File: src/rtl/pwb_pkg.sv
package pwb_pkg;

  typedef enum logic [1:0] {
    WIN_CTL  = 2'd0,
    WIN_MEM  = 2'd1,
    WIN_REG  = 2'd2,
    WIN_NONE = 2'd3
  } winSel_e;

  typedef enum logic [1:0] {
    ST_IDLE = 2'd0,
    ST_BUS  = 2'd1,
    ST_RESP = 2'd2
  } bridgeState_e;

  // strobes from the sequencer to the datapath
  typedef struct packed {
    logic launch;     // latch a composed bus request
    logic capture;    // latch bus read data
    logic respErr;    // answer a rejected request
    logic ctlAccess;  // perform a control-window access
  } ctlStrobe_t;

  // request classification from the datapath to the sequencer
  typedef struct packed {
    logic isBad;
    logic isCtl;
  } reqClass_t;

endpackage

File: src/rtl/pwb_ctrl.sv
module pwb_ctrl
  import pwb_pkg::*;
(
  input  logic       clk,
  input  logic       rstN,
  input  logic       hostValid,
  input  reqClass_t  cls,
  input  logic       wbAck,
  output logic       hostReady,
  output logic       wbCyc,
  output logic       wbStb,
  output ctlStrobe_t strobe
);

  bridgeState_e state;
  bridgeState_e nextState;

  always_ff @(posedge clk or negedge rstN) begin
    if (!rstN) state <= ST_IDLE;
    else       state <= nextState;
  end

  always_comb begin
    strobe    = '0;
    nextState = state;
    hostReady = 1'b0;
    wbCyc     = 1'b0;
    wbStb     = 1'b0;
    case (state)
      ST_IDLE: begin
        if (hostValid) begin
          if (cls.isBad) begin
            strobe.respErr = 1'b1;
            nextState      = ST_RESP;
          end else if (cls.isCtl) begin
            strobe.ctlAccess = 1'b1;
            nextState        = ST_RESP;
          end else begin
            strobe.launch = 1'b1;
            nextState     = ST_BUS;
          end
        end
      end
      ST_BUS: begin
        wbCyc = 1'b1;
        wbStb = 1'b1;
        if (wbAck) begin
          strobe.capture = 1'b1;
          nextState      = ST_RESP;
        end
      end
      ST_RESP: begin
        hostReady = 1'b1;
        nextState = ST_IDLE;
      end
      default: nextState = ST_IDLE;
    endcase
  end

  // completion follows the acknowledge by one cycle
  a_r8_ready_after_ack: assert property (@(posedge clk) disable iff (!rstN)
    (wbCyc && wbAck) |=> hostReady);

  // completion lasts a single cycle
  a_r8_ready_single: assert property (@(posedge clk) disable iff (!rstN)
    hostReady |=> !hostReady);

  // an open cycle stays open until acknowledged
  a_r7_cyc_until_ack: assert property (@(posedge clk) disable iff (!rstN)
    (wbCyc && !wbAck) |=> wbCyc);

endmodule

File: src/rtl/pwb_datapath.sv
module pwb_datapath
  import pwb_pkg::*;
#(
  parameter int HOST_AW    = 20,
  parameter int MEM_PAGE_W = 11,
  parameter int REG_AW     = 24,
  parameter int REG_WIN_AW = 19,
  parameter int REG_SHIFT  = 3,
  parameter int BUS_AW     = 31
) (
  input  logic               clk,
  input  logic               rstN,
  input  logic [1:0]         hostWin,
  input  logic [HOST_AW-1:0] hostAddr,
  input  logic               hostWrite,
  input  logic [31:0]        hostWdata,
  input  logic [3:0]         hostBe,
  input  logic [31:0]        wbDatR,
  input  ctlStrobe_t         strobe,
  output reqClass_t          cls,
  output logic [BUS_AW-1:0]  wbAdr,
  output logic               wbRegSel,
  output logic               wbWe,
  output logic [31:0]        wbDatW,
  output logic [3:0]         wbSel,
  output logic [31:0]        hostRdata,
  output logic               errFlag,
  output logic               commRst
);

  localparam int REG_OFF_W  = REG_WIN_AW - REG_SHIFT;
  localparam int REG_PAGE_W = REG_AW - REG_OFF_W;
  localparam int MEM_AW     = MEM_PAGE_W + HOST_AW;

  winSel_e               win;
  logic [MEM_PAGE_W-1:0] memPageQ;
  logic [REG_PAGE_W-1:0] regPageQ;
  logic [BUS_AW-1:0]     adrQ;
  logic                  regSelQ;
  logic                  weQ;
  logic [31:0]           datQ;
  logic [3:0]            selQ;
  logic [31:0]           rdataQ;
  logic                  errQ;
  logic                  commRstQ;

  logic                  wordAligned;
  logic                  fullWord;
  logic                  regOffsetOk;
  logic                  ctlInMap;
  logic [1:0]            ctlIdx;
  logic [31:0]           ctlRead;
  logic [MEM_AW-1:0]     memTarget;
  logic [REG_AW-1:0]     regTarget;
  logic [BUS_AW-1:0]     busTarget;

  assign win = winSel_e'(hostWin);

  // request classification
  always_comb begin
    wordAligned = (hostAddr[1:0] == 2'b00);
    fullWord    = (hostBe == 4'hF);
    regOffsetOk = (hostAddr[REG_SHIFT-1:0] == '0) &&
                  ((hostAddr >> REG_WIN_AW) == '0);
    cls.isBad   = !fullWord || !wordAligned || (win == WIN_NONE) ||
                  ((win == WIN_REG) && !regOffsetOk);
    cls.isCtl   = (win == WIN_CTL);
  end

  // control window decode: four words at the bottom of the window
  always_comb begin
    ctlInMap = ((hostAddr >> 4) == '0);
    ctlIdx   = hostAddr[3:2];
    ctlRead  = '0;
    if (ctlInMap) begin
      case (ctlIdx)
        2'd0:    ctlRead = 32'(memPageQ);
        2'd1:    ctlRead = 32'(regPageQ);
        2'd3:    ctlRead = {31'd0, errQ};
        default: ctlRead = '0;
      endcase
    end
  end

  // address composition for the two bus windows
  always_comb begin
    memTarget = {memPageQ, hostAddr};
    regTarget = {regPageQ, hostAddr[REG_WIN_AW-1:REG_SHIFT]};
    if (win == WIN_REG) busTarget = BUS_AW'(regTarget);
    else                busTarget = BUS_AW'(memTarget);
  end

  always_ff @(posedge clk or negedge rstN) begin
    if (!rstN) begin
      memPageQ <= '0;
      regPageQ <= '0;
      adrQ     <= '0;
      regSelQ  <= 1'b0;
      weQ      <= 1'b0;
      datQ     <= '0;
      selQ     <= '0;
      rdataQ   <= '0;
      errQ     <= 1'b0;
      commRstQ <= 1'b0;
    end else begin
      commRstQ <= 1'b0;
      if (strobe.launch) begin
        adrQ    <= busTarget;
        regSelQ <= (win == WIN_REG);
        weQ     <= hostWrite;
        datQ    <= hostWdata;
        selQ    <= hostBe;
      end
      if (strobe.capture) rdataQ <= wbDatR;
      if (strobe.respErr) begin
        rdataQ <= '1;
        errQ   <= 1'b1;
      end
      if (strobe.ctlAccess) begin
        rdataQ <= ctlRead;
        if (hostWrite && ctlInMap) begin
          case (ctlIdx)
            2'd0: memPageQ <= hostWdata[MEM_PAGE_W-1:0];
            2'd1: regPageQ <= hostWdata[REG_PAGE_W-1:0];
            2'd2: begin
              memPageQ <= '0;
              regPageQ <= '0;
              commRstQ <= 1'b1;
            end
            default: if (hostWdata[0]) errQ <= 1'b0;
          endcase
        end
      end
    end
  end

  assign wbAdr     = adrQ;
  assign wbRegSel  = regSelQ;
  assign wbWe      = weQ;
  assign wbDatW    = datQ;
  assign wbSel     = selQ;
  assign hostRdata = rdataQ;
  assign errFlag   = errQ;
  assign commRst   = commRstQ;

  // the flag only falls through a control access
  a_r6_err_sticky: assert property (@(posedge clk) disable iff (!rstN)
    (errFlag && !strobe.ctlAccess) |=> errFlag);

  // a rejected request answers all ones and flags it
  a_r5_reject_answer: assert property (@(posedge clk) disable iff (!rstN)
    strobe.respErr |=> (errFlag && (hostRdata == 32'hFFFF_FFFF)));

  // the reset pulse is one cycle wide
  a_r4_pulse_single: assert property (@(posedge clk) disable iff (!rstN)
    commRst |=> !commRst);

  // pages are clear while the pulse is out
  a_r4_pages_zero: assert property (@(posedge clk) disable iff (!rstN)
    commRst |-> ((memPageQ == '0) && (regPageQ == '0)));

endmodule

File: src/rtl/page_window_bridge.sv
module page_window_bridge
  import pwb_pkg::*;
#(
  parameter int HOST_AW    = 20,
  parameter int MEM_PAGE_W = 11,
  parameter int REG_AW     = 24,
  parameter int REG_WIN_AW = 19,
  parameter int REG_SHIFT  = 3,
  localparam int MEM_AW    = MEM_PAGE_W + HOST_AW,
  localparam int BUS_AW    = (MEM_AW > REG_AW) ? MEM_AW : REG_AW
) (
  input  logic               clk,
  input  logic               rstN,
  input  logic               hostValid,
  output logic               hostReady,
  input  logic [1:0]         hostWin,
  input  logic [HOST_AW-1:0] hostAddr,
  input  logic               hostWrite,
  input  logic [31:0]        hostWdata,
  input  logic [3:0]         hostBe,
  output logic [31:0]        hostRdata,
  output logic               errFlag,
  output logic               commRst,
  output logic               wbCyc,
  output logic               wbStb,
  output logic               wbWe,
  output logic               wbRegSel,
  output logic [BUS_AW-1:0]  wbAdr,
  output logic [31:0]        wbDatW,
  output logic [3:0]         wbSel,
  input  logic [31:0]        wbDatR,
  input  logic               wbAck
);

  ctlStrobe_t strobeW;
  reqClass_t  clsW;

  pwb_ctrl ctrl_i (
    .clk       (clk),
    .rstN      (rstN),
    .hostValid (hostValid),
    .cls       (clsW),
    .wbAck     (wbAck),
    .hostReady (hostReady),
    .wbCyc     (wbCyc),
    .wbStb     (wbStb),
    .strobe    (strobeW)
  );

  pwb_datapath #(
    .HOST_AW    (HOST_AW),
    .MEM_PAGE_W (MEM_PAGE_W),
    .REG_AW     (REG_AW),
    .REG_WIN_AW (REG_WIN_AW),
    .REG_SHIFT  (REG_SHIFT),
    .BUS_AW     (BUS_AW)
  ) datapath_i (
    .clk       (clk),
    .rstN      (rstN),
    .hostWin   (hostWin),
    .hostAddr  (hostAddr),
    .hostWrite (hostWrite),
    .hostWdata (hostWdata),
    .hostBe    (hostBe),
    .wbDatR    (wbDatR),
    .strobe    (strobeW),
    .cls       (clsW),
    .wbAdr     (wbAdr),
    .wbRegSel  (wbRegSel),
    .wbWe      (wbWe),
    .wbDatW    (wbDatW),
    .wbSel     (wbSel),
    .hostRdata (hostRdata),
    .errFlag   (errFlag),
    .commRst   (commRst)
  );

  // request fields hold while the cycle waits
  a_r7_hold_request: assert property (@(posedge clk) disable iff (!rstN)
    (wbCyc && !wbAck) |=> ($stable(wbAdr) && $stable(wbWe) && $stable(wbDatW)
                           && $stable(wbRegSel)));

  // a bus cycle only opens for an accepted, well-formed request
  a_r5_no_bus_on_bad: assert property (@(posedge clk) disable iff (!rstN)
    $rose(wbCyc) |-> !$past(clsW.isBad));

  // no completion while a cycle is open
  a_r8_quiet_while_open: assert property (@(posedge clk) disable iff (!rstN)
    (wbCyc && !wbAck) |=> !hostReady);

endmodule

File: config.mk
export PLATFORM = sky130hd
export DESIGN_NAME = page_window_bridge
export DESIGN_NICKNAME = d
export VERILOG_FILES = /design/src/rtl/pwb_pkg.sv /design/src/rtl/pwb_ctrl.sv /design/src/rtl/pwb_datapath.sv /design/src/rtl/page_window_bridge.sv
export SDC_FILE = /design/constraint.sdc
export NUM_CORES = 1
export LEC_CHECK = 0
export ABC_AREA = 1
export BUFFER_PORTS_ARGS = -buffer_cell sky130_fd_sc_hd__buf_2
export CAP_MARGIN = 20
export CORE_UTILIZATION = 54
export DETAILED_ROUTE_END_ITERATION = 7
export GPL_TIMING_DRIVEN = 1
export PLACE_DENSITY = 0.85
export SYNTH_ARGS = -nofsm -noshare
export SYNTH_HDL_FRONTEND = slang
export SYNTH_SLANG_ARGS = --single-unit
File: constraint.sdc
create_clock -name clk -period 4.4 [get_ports clk]
set_clock_uncertainty 0.05 [all_clocks]
set_input_delay 0.66 -clock clk [delete_from_list [all_inputs] [get_ports clk]]
set_output_delay 0.66 -clock clk [all_outputs]
set_load 0.02 [all_outputs]
## Yosys cells after proc, flatten, opt, wreduce, memory -nomap -nowiden

Index checks and enable logic that the tools add are counted.

| word-level totals | value |
|---|---|
| output and inout bits | 106 |
| register bits | 124 |
| logic and storage cells | 78 |

| operators by class | value |
|---|---|
| reductions and logical operators | 23 |
| multiplexer cells | 34 |
| eq/ne operators | 10 |

Operators with widths:

| cell | number |
|---|---|
| $mux W32 | 4 |
| $logic_not A20 Y1 | 2 |
| $pmux W11 S3 | 1 |
| $mux W31 | 1 |
| $pmux W11 S2 | 1 |
| $mux W1 | 19 |
| $pmux W8 S2 | 1 |
| $mux W2 | 6 |
| $eq A2 B2 Y1 const B | 5 |
| $logic_not A2 Y1 | 4 |
| $reduce_and A3 Y1 | 2 |
| $eq A2 B1 Y1 const B | 2 |
| $eq A4 B4 Y1 const B | 1 |
| $ne A2 B2 Y1 const B | 2 |
| $pmux W2 S2 | 1 |
| $reduce_bool A2 Y1 | 2 |
| $logic_and A1 B1 Y1 | 3 |
| $logic_not A1 Y1 | 3 |
| $logic_not A3 Y1 | 1 |
| $logic_or A1 B1 Y1 | 3 |
| $reduce_bool A3 Y1 | 1 |
| $reduce_or A3 Y1 | 1 |
| $reduce_and A2 Y1 | 1 |

## Logic depth before layout (Yosys ltp)

| depth | value |
|---|---|
| depth after elaboration | 13 |
| depth in mapped cells | 10 |

## Hierarchy

From an unflattened synthesis, not the netlist that was laid out.

| unflattened totals | value |
|---|---|
| cells, all modules | 689 |
| area total of the unflattened synthesis | 5570.3 µm² |

By module, submodules not included:

| module | seq. area each (µm²) | area each (µm²) | times used | cells each |
|---|---|---|---|---|
| pwb_datapath | 3052.9 | 5425.2 | 1 | 664 |
| pwb_ctrl | 50.0 | 145.1 | 1 | 25 |

## Least setup slack after synthesis

Ideal clock, no wire load.

| path | value |
|---|---|
| path type | input to register |
| start point | in hostAddr[2] |
| end point | reg datapath_i.memPageQ[8] |
| arrival time | 1626 ps |
| path buffers | 1 |
| cell stages on the path | 6 |
| path slack | 2607 ps |
| setup time | 117 ps |
| required time | 4233 ps |
| cells stage by stage | clkinv_1 > ha_1 > or2_2 > buf_2 > nand4_1 > nand2_1 |

| on the way | value |
|---|---|
| longest elaborated chain between the ends | 9 |
| elaborated cells on any way between the ends | 13 |
| those cells by class | eq/ne: 1; mux: 4; reduce/logical: 8 |

RTL lines:

| what | line | text |
|---|---|---|
| start: declaration | page_window_bridge.sv:17 | `input logic [HOST_AW-1:0] hostAddr,` |
| $logic_not A3 Y1 | pwb_datapath.sv:63 | `regOffsetOk = (hostAddr[REG_SHIFT-1:0] == '0) &&` |
| $logic_and A1 B1 Y1 | pwb_datapath.sv:63 |  |
| $logic_not A1 Y1 | pwb_datapath.sv:66 | `((win == WIN_REG) && !regOffsetOk);` |
| $logic_and A1 B1 Y1 | pwb_datapath.sv:66 |  |
| $logic_or A1 B1 Y1 | pwb_datapath.sv:65 | `cls.isBad = !fullWord \|\| !wordAligned \|\| (win == WIN_NONE) \|\|` |
| $mux W1 | pwb_ctrl.sv:32 | `if (cls.isBad) begin` |
| $mux W2 | pwb_ctrl.sv:31 | `if (hostValid) begin` |
| $mux W2 | pwb_ctrl.sv:29 | `case (state)` |
| $reduce_and A3 Y1 (no line) | n/a |  |
| end signal: assignment | pwb_datapath.sv:123 | `2'd0: memPageQ <= hostWdata[MEM_PAGE_W-1:0];` |
| end: declaration | pwb_datapath.sv:36 | `logic [MEM_PAGE_W-1:0] memPageQ;` |

Several ways; a longest one is shown, not always the timed one.
A chain may end at the register's enable or synchronous reset.

## Final worst setup path

| path | value |
|---|---|
| start point | reg ctrl_i.state[0] |
| end point | reg datapath_i.rdataQ[31] (netlist: datapath_i.hostRdata[31]) |

| on the way | value |
|---|---|
| longest elaborated chain between the ends | 4 |
| elaborated cells on any way between the ends | 7 |
| those cells by class | eq/ne: 1; mux: 4; reduce/logical: 2 |

RTL lines:

| what | line | text |
|---|---|---|
| start: declaration | pwb_ctrl.sv:15 | `bridgeState_e state;` |
| start signal: assignment | pwb_ctrl.sv:20 | `else state <= nextState;` |
| $logic_not A2 Y1 | pwb_ctrl.sv:29 |  |
| $mux W2 | pwb_ctrl.sv:29 |  |
| $mux W32 | pwb_datapath.sv:115 | `if (strobe.respErr) begin` |
| $mux W32 | pwb_datapath.sv:119 | `if (strobe.ctlAccess) begin` |
| end signal: assignment | pwb_datapath.sv:114 | `if (strobe.capture) rdataQ <= wbDatR;` |
| end signal: assignment | pwb_datapath.sv:120 | `rdataQ <= ctlRead;` |
| end: declaration | pwb_datapath.sv:43 | `logic [31:0] rdataQ;` |

Several ways; a longest one is shown, not always the timed one.

==> flow_summary.toml <==
[yosys]
synthCells = 724
synth_area_leaders = "dfrtp_1 (53%), nand2_1 (21%), nand3_1 (5.3%)"
syn_area_per_cell_sq_um = 8.15
ys.flop_type = "dfrtp_1"
yosys.area.top_type = "dfrtp_1"
async_flop_share_pct = 100
netlist.area_leader.share_pct = 52.6
synth_area_sq_um = 5900
synth_warnings = 0
yosysSeqAreaShare_pct = 52.6
ys_ff_latch = 124
synth_cell_types = 25
synth.net_count = 824
synth-edff-count = 0

[sta]
max_slew_margin_pct = 33.7
fin_crit_sh_pct = 52.9
holdWs_ns = 0.204
setup_viol = 0
fin_crit_ns = 2.33
layout_setup_ws_ns = 2.07
rsz0062_at_grt = "false"
fmax_mhz = 430
slew_violations = 0
worstMarginPinSlew_ns = 0.994
report.final.hold_viol_count = 0
finalSetupTns_ns = 0

[global_route]
grt.total_usage_pct = 29.9
antenna_found_initial = 0
grt_max_degree = 102
grt_pass1_vias = 5358
grt-ovfl-total = 0
grt_pass1_wl_microns = 26000

[finish]
area_growth_pct = 27.1
diodes = 0
multi_input_area_sq_um = 2430
drive_gt1_share_pct = 28.2
nNetsFinal = 1008
postLayoutCoreUtil_pct = 71.7
nFillCells = 811
ff_latch_area_sq_um = 3100

[clock_network]
cts_hold_buf = 0
numClockSinks = 124
cts_tree = "done"
htreeDepth = 4
clk_latency_ns = 0.52
root_buffer = "clkbuf_8"
cts.repair.resized = 0
clockBufferDepth = 2
cts.clk_slew.worst_paths_ns = 0.06
post-cts-setup-buffers = 0
cts_inserted_buffers = 17

[drt]
top_layer = "met4"
wl_met1_microns = 6470
firstDrtPassIters = 7
wl_met3_microns = 1000
ant_nets = 0
drcViolationCount = 0
drtIter0Drc = 460
vias = 5599
wl_met2_microns = 8190
wire_per_inst_microns = 15.3
wirelength_microns = 16200
via_per_inst = 5.30

[power_and_ir_drop]
powerDensity_nw_per_um2 = 425
vdd_ir_drop_max_mv = 0.257
leakagePower_nw = 4.41
total_power_w = 0.00319

[floorplanning]
dieArea_sq_um = 11300
core-area_sq_um = 10500
initial_core_util_pct = 56.4
die_height_microns = 107
io-pin-count = 201
rows = 37
fp.dieW_microns = 107

[critical_path]
critPathArrivalTime_ns = 2.67
crit_path_start_kind = "register"
crit_required_ns = 4.75
criticalPathCategory = "register to register"
critPathMaxFanout = 44
end_kind = "register"

[hold_path]
min_path_type = "primary input to async pin"

[run]
cap_violations = 0

[status]
status = "complete, no violations"

[placement]
dp_slack_ns = 1.67
gp_congestion = 0.863
port_buffers = 200
hpwl_microns = 10900
-- registers in the layout, indices dropped and copies added, names as in the netlist, 2 cells and up --
name / count
datapath_i.regPageQ: 8
ctrl_i.state: 2
datapath_i.wbDatW: 32
datapath_i.wbAdr: 31
datapath_i.memPageQ: 11
datapath_i.hostRdata: 32
datapath_i.wbSel: 4
-- layer usage --
| metal | vias to the layer above | global-route usage (%) |
|---|---|---|
| met2 | 266 | 51.8 |
| met3 | 51 | 6.13 |
| li1 | 2657 | - |
| met5 | - | 0 |
| met1 | 2625 | 35.2 |
| met4 | 0 | 14.8 |
-- layout by cell type (no fill, tap or decap), types with 2 or more instances in the layout --
cell type   synthesis  routed
nand2_1           333     333
buf_2              15     199
dfrtp_1           124     124
nand3_1            62      62
o21ai_1            37      37
nor2_1             29      29
inv_1              25      25
mux2i_1            20      20
clkbuf_16           0      16
o21ai_0            15      15
nor2_2              5       5
nand3_2             5       5
or2_2               5       5
ha_1                5       5
nor2_4              4       4
bufinv_16           0       4
buf_4               4       4
nand4_1             3       3
clkbuf_8            0       3
clkinv_2            0       3
clkinvlp_4          0       3
clkinv_1            2       2
nand2_4             1       2
inv_2               2       2
a21oi_1             2       2
nand2_2             3       2
clkbuf_1           10       2
-- critical path, cell delays in order (launching register included) --
cell     delay (ns)
dfrtp_1        0.34
inv_1          0.07
nand3_1        0.19
inv_1          0.17
nand2_2        0.10
buf_4          0.37
nand2_1        0.57
nand2_1        0.24
nand2_1        0.08
-- cells in the mapped netlist (10+ instances only) --
cell	n
buf_2	15
buf_6	11
clkbuf_1	10
dfrtp_1	124
inv_1	25
mux2i_1	20
nand2_1	333
nand3_1	62
nor2_1	29
o21ai_0	15
o21ai_1	37
-- path summary, 6_finish.rpt --
check	start	endpoint	slack, ns	cells after the start
worst min register to register	datapath_i.wbDatW[23]	datapath_i.wbDatW[23]	0.41	2
worst max-delay path	ctrl_i.state[0]	datapath_i.hostRdata[31]	2.07	8
worst max register to register	ctrl_i.state[0]	datapath_i.hostRdata[31]	2.07	8
min in group clk	hostWdata[26]	datapath_i.wbDatW[26]	0.30	3
worst min-delay path	rstN	datapath_i.wbAdr[7]	0.20	1
max in group asynchronous	rstN	datapath_i.hostRdata[0]	3.31	2
-- cell type report --
class | instances | share of cell area [%]
Multi-Input combinational cell | 531 | 32.4
Sequential cell | 124 | 41.4
Clock inverter | 11 | 2.22
Tap cell | 136 | 2.27
Clock buffer | 21 | 5.99
Timing Repair Buffer | 205 | 14.3
Inverter | 29 | 1.45
-- metrics by stage --
step | cells | instance area [sq um]
3_5_place_dp | 1025 | 6880
5_1_grt | 1057 | 7500
4_1_cts | 1057 | 7500
6_report | 1057 | 7500
2_1_floorplan | 724 | 5900
3_3_place_gp | 1024 | 6850
-- cells by family (layout without fill, tap and decap cells) --
logic type / after synthesis / in the layout / share of synthesized area (%)
fa+ha+maj: 5 / 5 / 1.06
buf+inv: 69 / 266 / 6.36
compound gates: 55 / 55 / 4.71
simple gates: 451 / 451 / 31.9
mux: 20 / 20 / 3.39
flops: 124 / 124 / 52.6
-- power by group --
group | total [W] | switching [W] | leakage (nW) | internal (W)
Combinational | 0.000462 | 0.000305 | 2.48 | 0.000157
Sequential | 0.00127 | 0.0000480 | 1.64 | 0.00122
Clock | 0.00145 | 0.000503 | 0.294 | 0.000947
Total | 0.00319 | 0.000856 | 4.41 | 0.00233
(Power assumes the default switching activity.)
